File: config.mk
export PLATFORM = sky130hd
export DESIGN_NAME = rng_regfront
export DESIGN_NICKNAME = d
export VERILOG_FILES = /design/src/rtl/rng_regfront_pkg.sv /design/src/rtl/rng_regfront_ctrl.sv /design/src/rtl/rng_regfront_datapath.sv /design/src/rtl/rng_regfront.sv
export SDC_FILE = /design/constraint.sdc
export NUM_CORES = 1
export LEC_CHECK = 0
export BUFFER_PORTS_ARGS = -buffer_cell sky130_fd_sc_hd__clkbuf_2
export CAP_MARGIN = 20
export CORE_ASPECT_RATIO = 1.4
export CORE_MARGIN = 2
export CORE_UTILIZATION = 65
export DETAILED_ROUTE_END_ITERATION = 12
export GPL_TIMING_DRIVEN = 0
export HOLD_SLACK_MARGIN = 0.1
export PLACE_DENSITY = 0.84
export SLEW_MARGIN = 15
export SYNTH_ARGS = -nofsm -noshare
export SYNTH_HDL_FRONTEND = slang
export SYNTH_SLANG_ARGS = --single-unit
File: constraint.sdc
create_clock -name clk -period 12.2 [get_ports clk]
set_clock_uncertainty 0.05 [all_clocks]
set_input_delay 2.44 -clock clk [delete_from_list [all_inputs] [get_ports clk]]
set_output_delay 2.44 -clock clk [all_outputs]
set_load 0.005 [all_outputs]
File: src/rtl/rng_regfront_pkg.sv
package rng_regfront_pkg;

  localparam int ADDR_W = 8;

  localparam logic [ADDR_W-1:0] OFS_CTRL     = 8'h00;
  localparam logic [ADDR_W-1:0] OFS_RST_COND = 8'h04;
  localparam logic [ADDR_W-1:0] OFS_RST_RAW  = 8'h08;
  localparam logic [ADDR_W-1:0] OFS_STATUS   = 8'h18;
  localparam logic [ADDR_W-1:0] OFS_DATA     = 8'h20;
  localparam logic [ADDR_W-1:0] OFS_COUNT    = 8'h24;

  localparam int LOCK_BIT   = 31;
  localparam int HEALTH_BIT = 5;

  // Strobes from the register control to the datapath
  typedef struct packed {
    logic genEnable;
    logic flush;
    logic pop;
    logic clrLock;
    logic clrHealth;
  } strobe_t;

endpackage

File: src/rtl/rng_regfront_ctrl.sv
module rng_regfront_ctrl
  import rng_regfront_pkg::*;
#(
  parameter int DATA_W = 32,
  parameter int CTRL_W = 13,
  parameter int CNT_W  = 8
) (
  input  logic              clk,
  input  logic              rstN,
  input  logic              busSel,
  input  logic              busWrite,
  input  logic [ADDR_W-1:0] busAddr,
  input  logic [DATA_W-1:0] busWdata,
  output logic [DATA_W-1:0] busRdata,
  output strobe_t           strobes,
  input  logic [CNT_W-1:0]  dpCount,
  input  logic [DATA_W-1:0] dpHead,
  input  logic              dpLock,
  input  logic              dpHealth
);

  localparam int NUM_SRST = 2;
  localparam logic [ADDR_W-1:0] SRST_OFS [NUM_SRST] = '{OFS_RST_COND, OFS_RST_RAW};

  logic              wrHit;
  logic              rdHit;
  logic [CTRL_W-1:0] ctrlField;
  logic [NUM_SRST-1:0] softRst;

  assign wrHit = busSel && busWrite;
  assign rdHit = busSel && !busWrite;

  always_ff @(posedge clk or negedge rstN) begin
    if (!rstN) begin
      ctrlField <= '0;
    end else if (wrHit && busAddr == OFS_CTRL) begin
      ctrlField <= busWdata[CTRL_W-1:0];
    end
  end

  // One single-bit soft reset register per generator stage
  for (genvar i = 0; i < NUM_SRST; i++) begin : g_srst
    logic bitQ;
    always_ff @(posedge clk or negedge rstN) begin
      if (!rstN) begin
        bitQ <= 1'b0;
      end else if (wrHit && busAddr == SRST_OFS[i]) begin
        bitQ <= busWdata[0];
      end
    end
    assign softRst[i] = bitQ;
  end

  always_comb begin
    strobes.genEnable = ctrlField[0];
    strobes.flush     = |softRst;
    strobes.pop       = rdHit && busAddr == OFS_DATA;
    strobes.clrLock   = wrHit && busAddr == OFS_STATUS && busWdata[LOCK_BIT];
    strobes.clrHealth = wrHit && busAddr == OFS_STATUS && busWdata[HEALTH_BIT];
  end

  always_comb begin
    busRdata = '0;
    if (rdHit) begin
      case (busAddr)
        OFS_CTRL:     busRdata[CTRL_W-1:0] = ctrlField;
        OFS_RST_COND: busRdata[0] = softRst[0];
        OFS_RST_RAW:  busRdata[0] = softRst[1];
        OFS_STATUS: begin
          busRdata[LOCK_BIT]   = dpLock;
          busRdata[HEALTH_BIT] = dpHealth;
        end
        OFS_DATA:     busRdata = dpHead;
        OFS_COUNT:    busRdata[CNT_W-1:0] = dpCount;
        default:      busRdata = '0;
      endcase
    end
  end

  // a write to a soft reset register lands in bit 0 one edge later
  a_r2_cond_write: assert property (@(posedge clk) disable iff (!rstN)
    (wrHit && busAddr == OFS_RST_COND) |=> (softRst[0] == $past(busWdata[0])));
  a_r2_raw_write: assert property (@(posedge clk) disable iff (!rstN)
    (wrHit && busAddr == OFS_RST_RAW) |=> (softRst[1] == $past(busWdata[0])));
  // a write elsewhere leaves the control field as it was
  a_r11_ctrl_kept: assert property (@(posedge clk) disable iff (!rstN)
    (wrHit && busAddr != OFS_CTRL) |=> $stable(ctrlField));

endmodule

File: src/rtl/rng_regfront_datapath.sv
module rng_regfront_datapath
  import rng_regfront_pkg::*;
#(
  parameter int DATA_W = 32,
  parameter int DEPTH  = 16,
  parameter int CNT_W  = 8
) (
  input  logic              clk,
  input  logic              rstN,
  input  strobe_t           strobes,
  input  logic              srcValid,
  input  logic [DATA_W-1:0] srcData,
  output logic              srcReady,
  input  logic              injLockout,
  input  logic              injHealthFail,
  output logic [CNT_W-1:0]  dpCount,
  output logic [DATA_W-1:0] dpHead,
  output logic              dpLock,
  output logic              dpHealth
);

  localparam int PTR_W = (DEPTH > 1) ? $clog2(DEPTH) : 1;
  localparam int OCC_W = $clog2(DEPTH + 1);
  localparam logic [PTR_W-1:0] LAST_PTR = PTR_W'(DEPTH - 1);
  localparam logic [OCC_W-1:0] FULL_OCC = OCC_W'(DEPTH);
  localparam int NUM_FLAGS = 2;

  logic [DATA_W-1:0] mem [DEPTH];
  logic [PTR_W-1:0]  wrPtr;
  logic [PTR_W-1:0]  rdPtr;
  logic [OCC_W-1:0]  occ;
  logic              empty;
  logic              full;
  logic              push;
  logic              popEff;

  assign empty    = (occ == '0);
  assign full     = (occ == FULL_OCC);
  assign srcReady = strobes.genEnable && !full && !strobes.flush;
  assign push     = srcValid && srcReady;
  assign popEff   = strobes.pop && !empty && !strobes.flush;

  always_ff @(posedge clk) begin
    if (push) begin
      mem[wrPtr] <= srcData;
    end
  end

  always_ff @(posedge clk or negedge rstN) begin
    if (!rstN) begin
      wrPtr <= '0;
      rdPtr <= '0;
      occ   <= '0;
    end else if (strobes.flush) begin
      wrPtr <= '0;
      rdPtr <= '0;
      occ   <= '0;
    end else begin
      if (push) begin
        wrPtr <= (wrPtr == LAST_PTR) ? '0 : wrPtr + 1'b1;
      end
      if (popEff) begin
        rdPtr <= (rdPtr == LAST_PTR) ? '0 : rdPtr + 1'b1;
      end
      case ({push, popEff})
        2'b10:   occ <= occ + 1'b1;
        2'b01:   occ <= occ - 1'b1;
        default: occ <= occ;
      endcase
    end
  end

  assign dpHead  = (empty || strobes.flush) ? '0 : mem[rdPtr];
  assign dpCount = strobes.flush ? '0 : CNT_W'(occ);

  // Sticky health flags: index 0 lockout, index 1 statistical-test failure
  logic [NUM_FLAGS-1:0] flagSet;
  logic [NUM_FLAGS-1:0] flagClr;
  logic [NUM_FLAGS-1:0] flagQ;

  assign flagSet = {injHealthFail, injLockout};
  assign flagClr = {strobes.clrHealth, strobes.clrLock};

  for (genvar i = 0; i < NUM_FLAGS; i++) begin : g_flag
    always_ff @(posedge clk or negedge rstN) begin
      if (!rstN) begin
        flagQ[i] <= 1'b0;
      end else begin
        flagQ[i] <= (flagQ[i] && !flagClr[i]) || flagSet[i];
      end
    end
  end

  assign dpLock   = flagQ[0];
  assign dpHealth = flagQ[1];

  // occupancy is bounded by the depth
  a_r4_no_overflow: assert property (@(posedge clk) disable iff (!rstN)
    occ <= FULL_OCC);
  // a full buffer refuses the source
  a_r4_full_refuses: assert property (@(posedge clk) disable iff (!rstN)
    full |-> !srcReady);
  // a held soft reset leaves the buffer empty
  a_r3_flush_empties: assert property (@(posedge clk) disable iff (!rstN)
    strobes.flush |=> (occ == '0));
  // popping an empty buffer keeps the count at zero
  a_r6_no_underflow: assert property (@(posedge clk) disable iff (!rstN)
    (empty && !push) |=> (occ == '0));
  // push with pop holds the count
  a_r10_push_pop_hold: assert property (@(posedge clk) disable iff (!rstN)
    (push && popEff) |=> (occ == $past(occ)));
  // injection sets the flag at the next edge
  a_r8_lock_set: assert property (@(posedge clk) disable iff (!rstN)
    injLockout |=> dpLock);
  a_r8_health_set: assert property (@(posedge clk) disable iff (!rstN)
    injHealthFail |=> dpHealth);
  // a clear without injection drops the flag
  a_r9_lock_clear: assert property (@(posedge clk) disable iff (!rstN)
    (strobes.clrLock && !injLockout) |=> !dpLock);
  a_r9_health_clear: assert property (@(posedge clk) disable iff (!rstN)
    (strobes.clrHealth && !injHealthFail) |=> !dpHealth);

endmodule

File: src/rtl/rng_regfront.sv
module rng_regfront
  import rng_regfront_pkg::*;
#(
  parameter int DATA_W = 32,
  parameter int DEPTH  = 16,
  parameter int CTRL_W = 13,
  parameter int CNT_W  = 8
) (
  input  logic              clk,
  input  logic              rstN,
  input  logic              busSel,
  input  logic              busWrite,
  input  logic [ADDR_W-1:0] busAddr,
  input  logic [DATA_W-1:0] busWdata,
  output logic [DATA_W-1:0] busRdata,
  input  logic              srcValid,
  input  logic [DATA_W-1:0] srcData,
  output logic              srcReady,
  input  logic              injLockout,
  input  logic              injHealthFail
);

  strobe_t           strobes;
  logic [CNT_W-1:0]  dpCount;
  logic [DATA_W-1:0] dpHead;
  logic              dpLock;
  logic              dpHealth;

  rng_regfront_ctrl #(
    .DATA_W(DATA_W),
    .CTRL_W(CTRL_W),
    .CNT_W (CNT_W)
  ) u_ctrl (
    .clk     (clk),
    .rstN    (rstN),
    .busSel  (busSel),
    .busWrite(busWrite),
    .busAddr (busAddr),
    .busWdata(busWdata),
    .busRdata(busRdata),
    .strobes (strobes),
    .dpCount (dpCount),
    .dpHead  (dpHead),
    .dpLock  (dpLock),
    .dpHealth(dpHealth)
  );

  rng_regfront_datapath #(
    .DATA_W(DATA_W),
    .DEPTH (DEPTH),
    .CNT_W (CNT_W)
  ) u_datapath (
    .clk          (clk),
    .rstN         (rstN),
    .strobes      (strobes),
    .srcValid     (srcValid),
    .srcData      (srcData),
    .srcReady     (srcReady),
    .injLockout   (injLockout),
    .injHealthFail(injHealthFail),
    .dpCount      (dpCount),
    .dpHead       (dpHead),
    .dpLock       (dpLock),
    .dpHealth     (dpHealth)
  );

  // no word is taken while a soft reset is held
  a_r3_ready_low: assert property (@(posedge clk) disable iff (!rstN)
    strobes.flush |-> !srcReady);

endmodule

==> flow_summary.ini <==
[outcome]
outcome = finished clean

[logic_synthesis]
yosysUniqueCellTypes = 57
yosys.area_share.simple = 0.03089
synth_ff_type = edfxtp_1
synth_fp_nets = 1079
ys_seq_area_frac = 0.7510
syn_avg_cell_area_um2 = 21.67
synthAdderAreaFrac = 0.005594
yosys-top-cells-area = edfxtp_1 72%, mux4_2 15%, dfrtp_1 3.5%
synth_compound_area_frac = 0.02523
synth_area_mm2 = 0.02147
synth-xor-area-share = 0.001632
ys_seq_elements = 542
synth_top_area_share = 0.7161
yosysTopAreaCell = edfxtp_1
synthMuxAreaShare = 0.1712
netlist_instances = 991
yosysWarnings = 0
ys_async_sr_fraction = 0.05535
synth_top_family_by_area = multiplexers
synth_edf_count = 512

[place]
post_dp_cell_area_mm2 = 0.02298
portBuffers = 93
post-dp-hpwl_um = 31720
dpl_worst_slack_ns = 5.197
globalplace.congestion = 0.8707
place_inst = 1561

[timing]
setup_viol = 0
worst_slew_pin_slew_ns = 1.119
fin_ws_ns = 5.134
slew_viol_final = 0
fin_setup_tns_ns = 0
fmax_ghz = 0.1415
min_period_ns = 7.066
rsz0062_at_grt = no
timing.hold.ws_ns = 0.4333
hold_viol = 0
slew_headroom = 0.2497
finalCritPeriodShare = 0.5792

[worst_setup_path]
criticalPathCategory = primary input to primary output
crit_path_start_kind = primary input
cp.required_ns = 9.71
worstPathArrival_ns = 4.58
worstSetupEndpointType = primary output
cpMaxStageDelayCell = or4_4
path_max_fanout = 10
cpPeakStageDelay_ns = 0.58
cp_cell_sequence = clkbuf_2 > or4_4 > a211oi_2 > buf_2 > buf_2 > and3_1 > clkbuf_2

[clocking]
cts_tree = done
clk-insertion-delay-late_ns = 0.56
cts_buffer_depth = 3
post_cts_resized = 0
cts_buffers = 48
clk_pin_slew_worst_paths_ns = 0.06
cts_setup_buffers = 0
htree_levels = 2
hold_buffers = 0
cts.sinks = 542
ctsRootBufferMaster = clkbuf_16

[floorplan]
initial_utilization = 0.6607
fp-row-count = 78
die_x_um = 157.6
fp.dieH_um = 219.0
ios = 112
core_mm2 = 0.03250
dieArea_mm2 = 0.03452

[final_layout]
num_antenna_cells = 0
drive_above_1_share = 0.3388
finalNonFillerCells = 1650
utilization = 0.7512
syn2layout_area_growth_pct = 13.71
fin_nets = 1260
register_area_mm2 = 0.01613
design_area_mm2 = 0.02441
n_fill_cell = 1696
multiInputGateArea_mm2 = 0.005076

[grt]
grt_antenna_before_repair = 2
grt-ovfl-total = 0
grt_pass1_wl_um = 75200
track_usage = 0.3121
grt_pass1_vias = 11540
grt_max_degree = 31

[drt]
wl_per_cell_um = 31.32
wirelength_um = 51680
drt_iter0_drc = 1410
drc_errors = 0
first_pass_iters = 5
ant_nets = 0
route.vias.total = 11310
avgViaCountPerCell = 6.853

[power]
power_density_mw_per_mm2 = 146.0
ir_drop_mv = 0.1438
p_total_mw = 3.564
leakagePower_nw = 7.933

[run]
cap_viol_max_count = 0

[hold_path]
hp-class = flip-flop to flip-flop
## cell type report
cell class,instances,area share
Buffer,53,0.01158
Tap cell,440,0.02255
Inverter,7,0.001076
Timing Repair Buffer,131,0.03798
Multi-Input combinational cell,389,0.2079
Sequential cell,542,0.6605
Clock inverter,29,0.006611
Clock buffer,59,0.05176
## flip-flops by register name (all words and copies together) (netlist names)
| name | count |
|---|---|
| u_datapath.occ | 5 |
| u_ctrl.ctrlField | 13 |
| u_datapath.dpLock | 1 |
| u_datapath.mem | 512 |
| u_datapath.rdPtr | 4 |
| u_datapath.wrPtr | 4 |
| u_datapath.dpHealth | 1 |
| u_ctrl.g_srst.bitQ | 2 |
## per-layer routing
layer | vias up | share of wire | global-route usage
met5 | - | 0.00025 | 0
met4 | 2 | 0.043 | 0.1352
met3 | 153 | 0.093 | 0.05885
met2 | 780 | 0.51 | 0.5169
met1 | 5842 | 0.35 | 0.4123
li1 | 4531 | - | -
## worst paths after layout
kind | start | end | slack, ns | depth (start not counted)
max in group asynchronous | rstN | u_ctrl.ctrlField[6] | 9.70 | 1
min reg2reg | u_datapath.dpHealth | u_datapath.dpHealth | 0.43 | 1
max reg2reg | u_ctrl.g_srst[0].bitQ | u_datapath.mem[4][24] | 8.90 | 6
min in group asynchronous | rstN | u_datapath.occ[2] | 1.90 | 1
max | busAddr[1] | busRdata[30] | 5.13 | 7
min | u_datapath.dpHealth | u_datapath.dpHealth | 0.43 | 1
## synthesized netlist by cell type (3+ instances only)
| cell type | instances |
|---|---|
| mux2i_1 | 14 |
| buf_2 | 13 |
| inv_1 | 6 |
| ha_1 | 8 |
| o21ai_0 | 3 |
| and2_1 | 9 |
| a211oi_1 | 10 |
| o22ai_1 | 5 |
| a22o_1 | 9 |
| o21ai_1 | 5 |
| nor4b_1 | 5 |
| clkbuf_1 | 27 |
| a21oi_1 | 18 |
| nand2_1 | 21 |
| nand3_1 | 4 |
| nor2_1 | 20 |
| buf_1 | 3 |
| a31oi_1 | 4 |
| mux2_2 | 22 |
| nor2b_1 | 10 |
| dfrtp_1 | 30 |
| a21o_1 | 5 |
| edfxtp_1 | 512 |
| and3_1 | 25 |
| buf_4 | 4 |
| buf_6 | 4 |
| mux4_2 | 146 |
| nand4_1 | 4 |
| nor3_1 | 7 |
## cells by family after synthesis
logic type / Yosys count
DFF: 542
and+or+nand+nor: 116
AOI/OAI and AO/OA: 78
xor gates and xnor gates: 4
muxes: 182
buffers and inverters: 60
adders and majority gates: 9
## where the power goes
part / leakage, nW / total (mW) / internal [mW] / switching, mW
logic: 2.23 / 0.115 / 0.0464 / 0.0685
registers: 5.00 / 2.05 / 2.04 / 0.00914
clock network: 0.696 / 1.40 / 0.757 / 0.642
## worst max-delay path: cells and delay by family
kind | cells | cell delay, ns
buf+inv | 4 | 0.96
simple gates | 2 | 0.84
compound gates | 1 | 0.32
## cells in the final DEF, fill, tap and decap left out, drive strengths merged, types with 4 or more instances in the layout
| master | n |
|---|---|
| a22o | 9 |
| o21ai | 8 |
| nor3 | 8 |
| nand4 | 4 |
| clkinv | 25 |
| a31oi | 4 |
| clkbuf | 179 |
| mux2 | 22 |
| nand3 | 4 |
| a21o | 5 |
| nor2b | 10 |
| nor4b | 5 |
| and3 | 25 |
| mux4 | 146 |
| nor2 | 22 |
| mux2i | 14 |
| and2 | 9 |
| o22ai | 5 |
| ha | 8 |
| buf | 64 |
| inv | 7 |
| a211oi | 11 |
| a21oi | 18 |
| dfrtp | 30 |
| edfxtp | 512 |
| nand2 | 21 |
No activity file was read; power rests on OpenSTA's default activity.
